<file path="config.mk">
export PLATFORM = sky130hd
export DESIGN_NAME = tl_framer
export DESIGN_NICKNAME = d
export VERILOG_FILES = /design/src/rtl/tl_framer_pkg.sv /design/src/rtl/tl_frame_cnt.sv /design/src/rtl/tl_word_pack.sv /design/src/rtl/tl_lane_map.sv /design/src/rtl/tl_framer.sv
export SDC_FILE = /design/constraint.sdc
export NUM_CORES = 1
export LEC_CHECK = 0
export ABC_AREA = 1
export BUFFER_PORTS_ARGS = -buffer_cell sky130_fd_sc_hd__buf_2
export CORE_MARGIN = 2
export CORE_UTILIZATION = 41
export CTS_BUF_LIST = sky130_fd_sc_hd__clkbuf_16
export CTS_CLUSTER_DIAMETER = 200
export DETAILED_ROUTE_END_ITERATION = 10
export PLACE_DENSITY_LB_ADDON = 0.05
export SLEW_MARGIN = 10
export SYNTH_ARGS = -nofsm -noshare
export SYNTH_HDL_FRONTEND = slang
export SYNTH_SLANG_ARGS = --single-unit
</file>
<file path="constraint.sdc">
create_clock -name clk -period 1.7 [get_ports clk]
set_input_delay 0.34 -clock clk [delete_from_list [all_inputs] [get_ports clk]]
set_output_delay 0.34 -clock clk [all_outputs]
set_load 0.03 [all_outputs]
</file>
<file path="src/rtl/tl_framer_pkg.sv">
package tl_framer_pkg;

    // octets each lane sends per frame
    function automatic int octets_per_lane(input int m, input int s, input int np, input int l);
        return (m * s * np) / (8 * l);
    endfunction

    // index width that is never zero
    function automatic int idx_width(input int v);
        return (v > 1) ? $clog2(v) : 1;
    endfunction

endpackage

</file>
<file path="src/rtl/tl_frame_cnt.sv">
module tl_frame_cnt #(
    parameter int F  = 2,
    parameter int K  = 4,
    parameter int OW = 1,
    parameter int KW = 2
) (
    input  logic          clk,
    input  logic          rst,
    output logic [OW-1:0] oct_idx,
    output logic [KW-1:0] frm_idx,
    output logic          last_oct,
    output logic          run
);

    typedef struct packed {
        logic [OW-1:0] oct;
        logic [KW-1:0] frm;
        logic          run;
    } cnt_t;

    cnt_t cnt_d, cnt_q;

    always_comb begin
        cnt_d     = cnt_q;
        cnt_d.run = 1'b1;
        if (cnt_q.oct == OW'(F - 1)) begin
            cnt_d.oct = '0;
            cnt_d.frm = (cnt_q.frm == KW'(K - 1)) ? '0 : cnt_q.frm + 1'b1;
        end else begin
            cnt_d.oct = cnt_q.oct + 1'b1;
        end
    end

    always_ff @(posedge clk) begin
        if (rst) begin
            cnt_q.oct <= OW'(F - 1);
            cnt_q.frm <= KW'(K - 1);
            cnt_q.run <= 1'b0;
        end else begin
            cnt_q <= cnt_d;
        end
    end

    assign oct_idx  = cnt_q.oct;
    assign frm_idx  = cnt_q.frm;
    assign last_oct = (cnt_q.oct == OW'(F - 1));
    assign run      = cnt_q.run;

    AST_OCT_WRAP: assert property (@(posedge clk) disable iff (rst)
        last_oct |=> (oct_idx == '0));
    AST_FRM_WRAP: assert property (@(posedge clk) disable iff (rst)
        (last_oct && frm_idx == KW'(K - 1)) |=> (frm_idx == '0));
    AST_FRM_HOLD: assert property (@(posedge clk) disable iff (rst)
        (!last_oct && run) |=> $stable(frm_idx));

endmodule

</file>
<file path="src/rtl/tl_word_pack.sv">
module tl_word_pack #(
    parameter int WN  = 4,
    parameter int N   = 14,
    parameter int NP  = 16,
    parameter int CS  = 1,
    parameter int CSW = 1
) (
    input  logic [WN*N-1:0]   smp_i,
    input  logic [WN*CSW-1:0] ctl_i,
    output logic [WN*NP-1:0]  frame_o
);

    localparam int FB = WN * NP;
    localparam int T  = NP - N - CS;

    logic [NP-1:0] word;

    always_comb begin
        frame_o = '0;
        word    = '0;
        for (int w = 0; w < WN; w++) begin
            word = NP'(smp_i[w*N +: N]) << (NP - N);
            if (CS > 0) begin
                word = word | (NP'(ctl_i[w*CSW +: CSW]) << T);
            end
            frame_o[FB-1-w*NP -: NP] = word;
        end
    end

endmodule

</file>
<file path="src/rtl/tl_lane_map.sv">
module tl_lane_map #(
    parameter int L  = 4,
    parameter int F  = 2,
    parameter int FB = 64,
    parameter int OW = 1
) (
    input  logic [FB-1:0]  frame_i,
    input  logic [OW-1:0]  oct_idx,
    output logic [L*8-1:0] octet_o
);

    for (genvar l = 0; l < L; l++) begin : g_lane
        always_comb begin
            octet_o[l*8 +: 8] = '0;
            for (int o = 0; o < F; o++) begin
                if (oct_idx == OW'(o)) begin
                    octet_o[l*8 +: 8] = frame_i[FB-1-8*(l*F+o) -: 8];
                end
            end
        end
    end

endmodule

</file>
<file path="src/rtl/tl_framer.sv">
module tl_framer #(
    parameter int M  = 4,
    parameter int N  = 14,
    parameter int NP = 16,
    parameter int CS = 1,
    parameter int S  = 1,
    parameter int L  = 4,
    parameter int K  = 4
) (
    input  logic                                clk,
    input  logic                                rst,
    input  logic                                smp_valid,
    input  logic [M*S*N-1:0]                    smp_data,
    input  logic [M*S*((CS > 0) ? CS : 1)-1:0]  smp_ctrl,
    output logic                                smp_rdy,
    output logic [L*8-1:0]                      lane_octet,
    output logic [L-1:0]                        lane_fs,
    output logic [L-1:0]                        lane_mfs,
    output logic                                idle
);

    import tl_framer_pkg::*;

    localparam int WN  = M * S;
    localparam int FB  = WN * NP;
    localparam int F   = octets_per_lane(M, S, NP, L);
    localparam int CSW = (CS > 0) ? CS : 1;
    localparam int OW  = idx_width(F);
    localparam int KW  = idx_width(K);

    // reject shapes the framer cannot carry
    if ((FB % (8 * L)) != 0) begin : g_bad_lanes
        $error("frame bits do not split evenly into lane octets");
    end
    if ((NP % 4) != 0 || NP < N + CS) begin : g_bad_word
        $error("word size must be a nibble multiple holding sample and control bits");
    end
    if (K < 1 || K > 32) begin : g_bad_k
        $error("frames per multiframe must be 1 to 32");
    end

    typedef struct packed {
        logic [FB-1:0] frame;
        logic          vld;
    } hold_t;

    hold_t         hold_d, hold_q;
    logic [FB-1:0] packed_frame;
    logic [OW-1:0] oct_idx;
    logic [KW-1:0] frm_idx;
    logic          last_oct;
    logic          run;

    tl_frame_cnt #(.F(F), .K(K), .OW(OW), .KW(KW)) u_cnt (
        .clk      (clk),
        .rst      (rst),
        .oct_idx  (oct_idx),
        .frm_idx  (frm_idx),
        .last_oct (last_oct),
        .run      (run)
    );

    tl_word_pack #(.WN(WN), .N(N), .NP(NP), .CS(CS), .CSW(CSW)) u_pack (
        .smp_i   (smp_data),
        .ctl_i   (smp_ctrl),
        .frame_o (packed_frame)
    );

    always_comb begin
        hold_d = hold_q;
        if (last_oct) begin
            hold_d.vld   = smp_valid;
            hold_d.frame = smp_valid ? packed_frame : '0;
        end
    end

    always_ff @(posedge clk) begin
        if (rst) begin
            hold_q <= '0;
        end else begin
            hold_q <= hold_d;
        end
    end

    tl_lane_map #(.L(L), .F(F), .FB(FB), .OW(OW)) u_map (
        .frame_i (hold_q.frame),
        .oct_idx (oct_idx),
        .octet_o (lane_octet)
    );

    assign smp_rdy  = last_oct;
    assign idle     = ~hold_q.vld;
    assign lane_fs  = {L{run && (oct_idx == '0)}};
    assign lane_mfs = {L{run && (oct_idx == '0) && (frm_idx == '0)}};

    AST_IDLE_ZERO: assert property (@(posedge clk) disable iff (rst)
        idle |-> (lane_octet == '0));
    AST_RDY_THEN_FS: assert property (@(posedge clk) disable iff (rst)
        smp_rdy |=> lane_fs[0]);
    AST_HOLD_FRAME: assert property (@(posedge clk) disable iff (rst)
        !smp_rdy |=> $stable(hold_q));
    AST_LOCKSTEP: assert property (@(posedge clk) disable iff (rst)
        (lane_fs == '0) || (&lane_fs));
    AST_MFS_IN_FS: assert property (@(posedge clk) disable iff (rst)
        (lane_mfs & ~lane_fs) == '0);

endmodule

</file>
Yosys cells after proc, flatten, opt, wreduce, memory -nomap -nowiden
Cells that the tools add are included.
{"block": "word_totals", "regBits": 69, "latchBits": 0, "mem_bits_rw": 0, "mem_bits_ro": 0, "inputBits": 63, "out_inout_bits": 42, "elab_cells": 25, "n_memories": 0}
{"block": "op_classes", "addsub": 2, "multipliers": 0, "div": 0, "order_cmp": 0, "n_eq_ne": 1, "shifts": 0, "mux": 8, "n_bitwise": 6, "reduce_logical": 3}
{"cell": "2-to-1 mux 64 bit", "count": 1}
{"cell": "OR 16 x 2 -> 16 bit", "count": 4}
{"cell": "2-to-1 mux 8 bit", "count": 4}
{"cell": "adder 2 x 1 -> 2 bit (second input constant)", "count": 1}
{"cell": "equality test 2 bit (second input constant)", "count": 1}
{"cell": "logical AND 1 bit", "count": 2}
{"cell": "zero test 2 bit", "count": 1}
{"cell": "2-to-1 mux 1 bit", "count": 2}
{"cell": "2-to-1 mux 2 bit", "count": 1}
{"cell": "NOT 1 bit", "count": 2}
{"cell": "adder 1 bit (second input constant)", "count": 1}

Depth between registers and ports, before layout
{"block": "logic_depth", "ltp_word": 3, "depth_mapped": 5}

Hierarchy
From an unflattened synthesis, not the netlist that was laid out.
{"block": "unflattened", "cells_unflattened": 485, "area_unflattened_um2": 3570.9}
{"mod": "tl_framer", "n_inst": 1, "cells_per_inst": 300, "area_per_inst_um2": 2451.1, "seq_area_each_um2": 1301.2}
{"mod": "tl_lane_map", "n_inst": 1, "cells_per_inst": 104, "area_per_inst_um2": 491.7, "seq_area_each_um2": 0.0}
{"mod": "tl_word_pack", "n_inst": 1, "cells_per_inst": 65, "area_per_inst_um2": 484.2, "seq_area_each_um2": 0.0}
{"mod": "tl_frame_cnt", "n_inst": 1, "cells_per_inst": 16, "area_per_inst_um2": 143.9, "seq_area_each_um2": 80.1}

Least setup slack after synthesis
OpenSTA, ideal clock, no wires.
{"block": "synth_timing", "path_kind": "reg2out", "startpoint": "reg u_cnt.cnt_q, in the netlist u_cnt.last_oct", "endpoint": "out lane_fs[1]", "arrival_ns": 1.649, "path_slack_ns": -0.289, "stages_incl_launch_ff": 6, "n_path_buf": 4, "path_cell_list": "dfxtp_1 -> buf_6 -> buf_8 -> buf_4 -> nor2_1 -> buf_4"}
{"block": "synth_between", "elab_chain_len": 2}
{"element": "start: declaration", "line": "tl_frame_cnt.sv:21", "rtl": "cnt_t cnt_d, cnt_q;"}
{"element": "start signal: assignment", "line": "tl_frame_cnt.sv:40", "rtl": "cnt_q <= cnt_d;"}
{"element": "NOT 1 bit"}
{"element": "logical AND 1 bit", "line": "tl_framer.sv:93", "rtl": "assign lane_fs = {L{run && (oct_idx == '0)}};"}
{"element": "end: declaration", "line": "tl_framer.sv:17", "rtl": "output logic [L-1:0] lane_fs,"}
No other way between the ends.

Final worst setup path
{"block": "layout_timing", "startpoint": "reg u_cnt.cnt_q, in the netlist u_cnt.last_oct", "endpoint": "out lane_octet[18]"}
{"block": "layout_between", "elab_chain_len": 1}
{"element": "2-to-1 mux 8 bit", "line": "tl_lane_map.sv:16", "rtl": "if (oct_idx == OW'(o)) begin"}
{"element": "end: declaration", "line": "tl_framer.sv:16", "rtl": "output logic [L*8-1:0] lane_octet,"}
No other way between the ends.

==> out/qor.yml <==
logic_synthesis:
  syn-num-nets: 427
  ys_seq_area_frac: 0.439
  netlist_top_cells_count: "nand2_1, dfxtp_1, a21oi_1"
  async_flop_share: 0
  avgSynthCellArea_um2: 8.18
  yosys.area.top_type_share: 0.439
  synth_top_area_cell: "dfxtp_1"
  ys_ff_latch: 65
  synth_edf_count: 0
  synth_cells: 362
  netlist_area_mm2: 0.00296
  yosysWarnings: 0
  synth.most_common_cell: "nand2_1"
  synthFlopType: "dfxtp_1"
  synth_area_leaders: "dfxtp_1, nand2_1, nand3_2"
  synthDistinctLibCells: 18
cells_and_area:
  postLayoutCoreUtil: 0.564
  final_layout_size_suffix_gt1_frac: 0.443
  final_cell_count_no_fill: 554
  area_delta_synth_final_pct: 31.6
  diodes: 0
  nets: 518
  fin_area_mm2: 0.00390
timing:
  fmax_mhz: 592
  slew_headroom: 0.723
  tightestPinTransition_ns: 0.415
  skew_ns: 0.00489
  layout_min_cycle_time_ns: 1.69
  rsz0062_at_grt: "yes"
  drv_slew: 0
  timing.hold.ws_ns: 0.268
  post-route-period-util: 0.994
  setup_viol: 0
  finalHoldViolCount: 0
drt:
  vias: 2614
  via_per_inst: 4.72
  wl_per_cell_um: 12.3
  routed_wirelength_mm: 6.82
  dr.pass1.iters: 4
  ant_nets: 0
  drtIter0Drc: 83
  drc_errors: 0
worst_setup_path:
  start_kind: "register"
  worst_setup_path_end_kind: "output port"
  crit_type: "reg -> out"
  worstPathMaxFanout: 22
  cp.required_ns: 1.36
  arrival_ns: 1.35
power_and_ir_drop:
  total_power_mw: 3.98
  peakVddDrop_mv: 0.523
  leakage_nw: 1.81
  power.density_mw_per_mm2: 1020
place:
  place_congestion: 0.759
  io_buffers: 104
  placed_area_mm2: 0.00348
  dp_cells: 534
  dp_hpwl_mm: 4.34
flow_run:
  max_cap_violations: 0
clock_tree:
  h-tree-depth: 3
  clock-root-buffer: "clkbuf_16"
  cts_tree: "done"
  cts_buffer_depth: 2
  ctsHoldBuffers: 0
  clock-sinks: 65
  clk_latency_ns: 0.32
  cts_buffers: 9
  clk_pin_slew_worst_paths_ns: 0.05
floorplan:
  rows: 30
  core_mm2: 0.00691
  dieArea_mm2: 0.00792
  die_h_um: 89.0
  die_w_um: 89.0
  initial_core_util: 0.429
  ios: 105
global_route:
  grt_pass1_vias: 2415
  grt_max_degree: 62
  antenna_found_initial: 0
  grt_overflow: 0
  grt_use_total: 0.176
  grt_pass1_wl_mm: 10.9
status:
  status: "finished, final reports clean"
min_path:
  hold_class: "in -> reg"
[power by group]
part | total (mW) | leakage [nW] | internal (mW) | switching (mW)
Sequential | 1.64 | 0.533 | 1.60 | 0.0376
Clock | 1.73 | 0.150 | 1.11 | 0.625
Combinational | 0.605 | 1.13 | 0.233 | 0.372
[placed cells by master, fill, tap and decap left out]
cell	instances
nand2_1	107
buf_2	88
dfxtp_1	63
a21oi_1	35
nand3_1	33
a21oi_2	28
nand3_2	27
buf_4	15
nand2_2	14
inv_1	12
clkbuf_16	9
clkbuf_4	7
buf_12	6
ha_1	2
clkinv_2	2
dfxtp_4	2
clkinv_8	1
nor2_4	1
and3_2	1
nor2_1	1
o21ai_0	1
bufinv_16	1
clkinv_1	1
buf_8	1
[layout make-up]
type | instances | area, µm²
Inverter | 10 | 50.0
Fill cell | 694 | 3010
Timing Repair Buffer | 117 | 741
Clock inverter | 7 | 55.1
Tap cell | 96 | 120
Sequential cell | 65 | 1310
Multi-Input combinational cell | 250 | 1400
Clock buffer | 9 | 225
[worst max-delay path, stage by stage (launching register included)]
cell	delay [ns]
dfxtp_4	0.43
clkinv_8	0.10
buf_12	0.17
nand2_1	0.10
nand2_1	0.06
buf_2	0.17
[through the flow]
step           setup TNS (ns)  setup slack [ns]
2_1_floorplan               0            0.0412
3_3_place_gp                0             0.254
3_5_place_dp                0             0.244
4_1_cts                 -1.14           -0.0616
5_1_grt                -0.923           -0.0523
6_report                    0            0.0106
[sequential cells by signal, indices dropped and copies added, names as in the netlist]
| register | count |
|---|---|
| hold_q | 61 |
| u_cnt.frm_idx | 2 |
| u_cnt.last_oct | 1 |
| u_cnt.run | 1 |
[cells by family (layout without fill, tap and decap cells)]
group           count (synthesis)  count (layout)  share of synthesized area
buf+inv                        47             143                      0.103
fa+ha+maj                       2               2                    0.00845
flops                          65              65                      0.439
compound gates                 64              64                      0.144
simple gates                  184             184                      0.306
[worst paths after layout]
| path | startpoint | to | slack [ns] | depth (start not counted) |
|---|---|---|---|---|
| hold reg to reg | hold_q[7] | hold_q[7] | 0.46 | 2 |
| setup reg to reg | u_cnt.last_oct | u_cnt.frm_idx[0] | 0.69 | 4 |
| setup / recovery | u_cnt.last_oct | lane_octet[18] | 0.01 | 5 |
| hold / removal | smp_data[25] | hold_q[46] | 0.27 | 3 |
[per-layer routing]
layer,wire length (µm),vias up,GRT usage
met5,0,-,0
met4,122,0,0.0733
met3,423,12,0.0434
met2,3070,77,0.284
met1,3210,1172,0.227
li1,-,1353,-
[timing repair]
action,in CTS,in global routing
hold endpoints to repair,0,0
setup endpoints to repair,32,35
gates resized for setup,2,46
buffers inserted,0,4
Note: power is estimated with default switching activity, not from simulation.
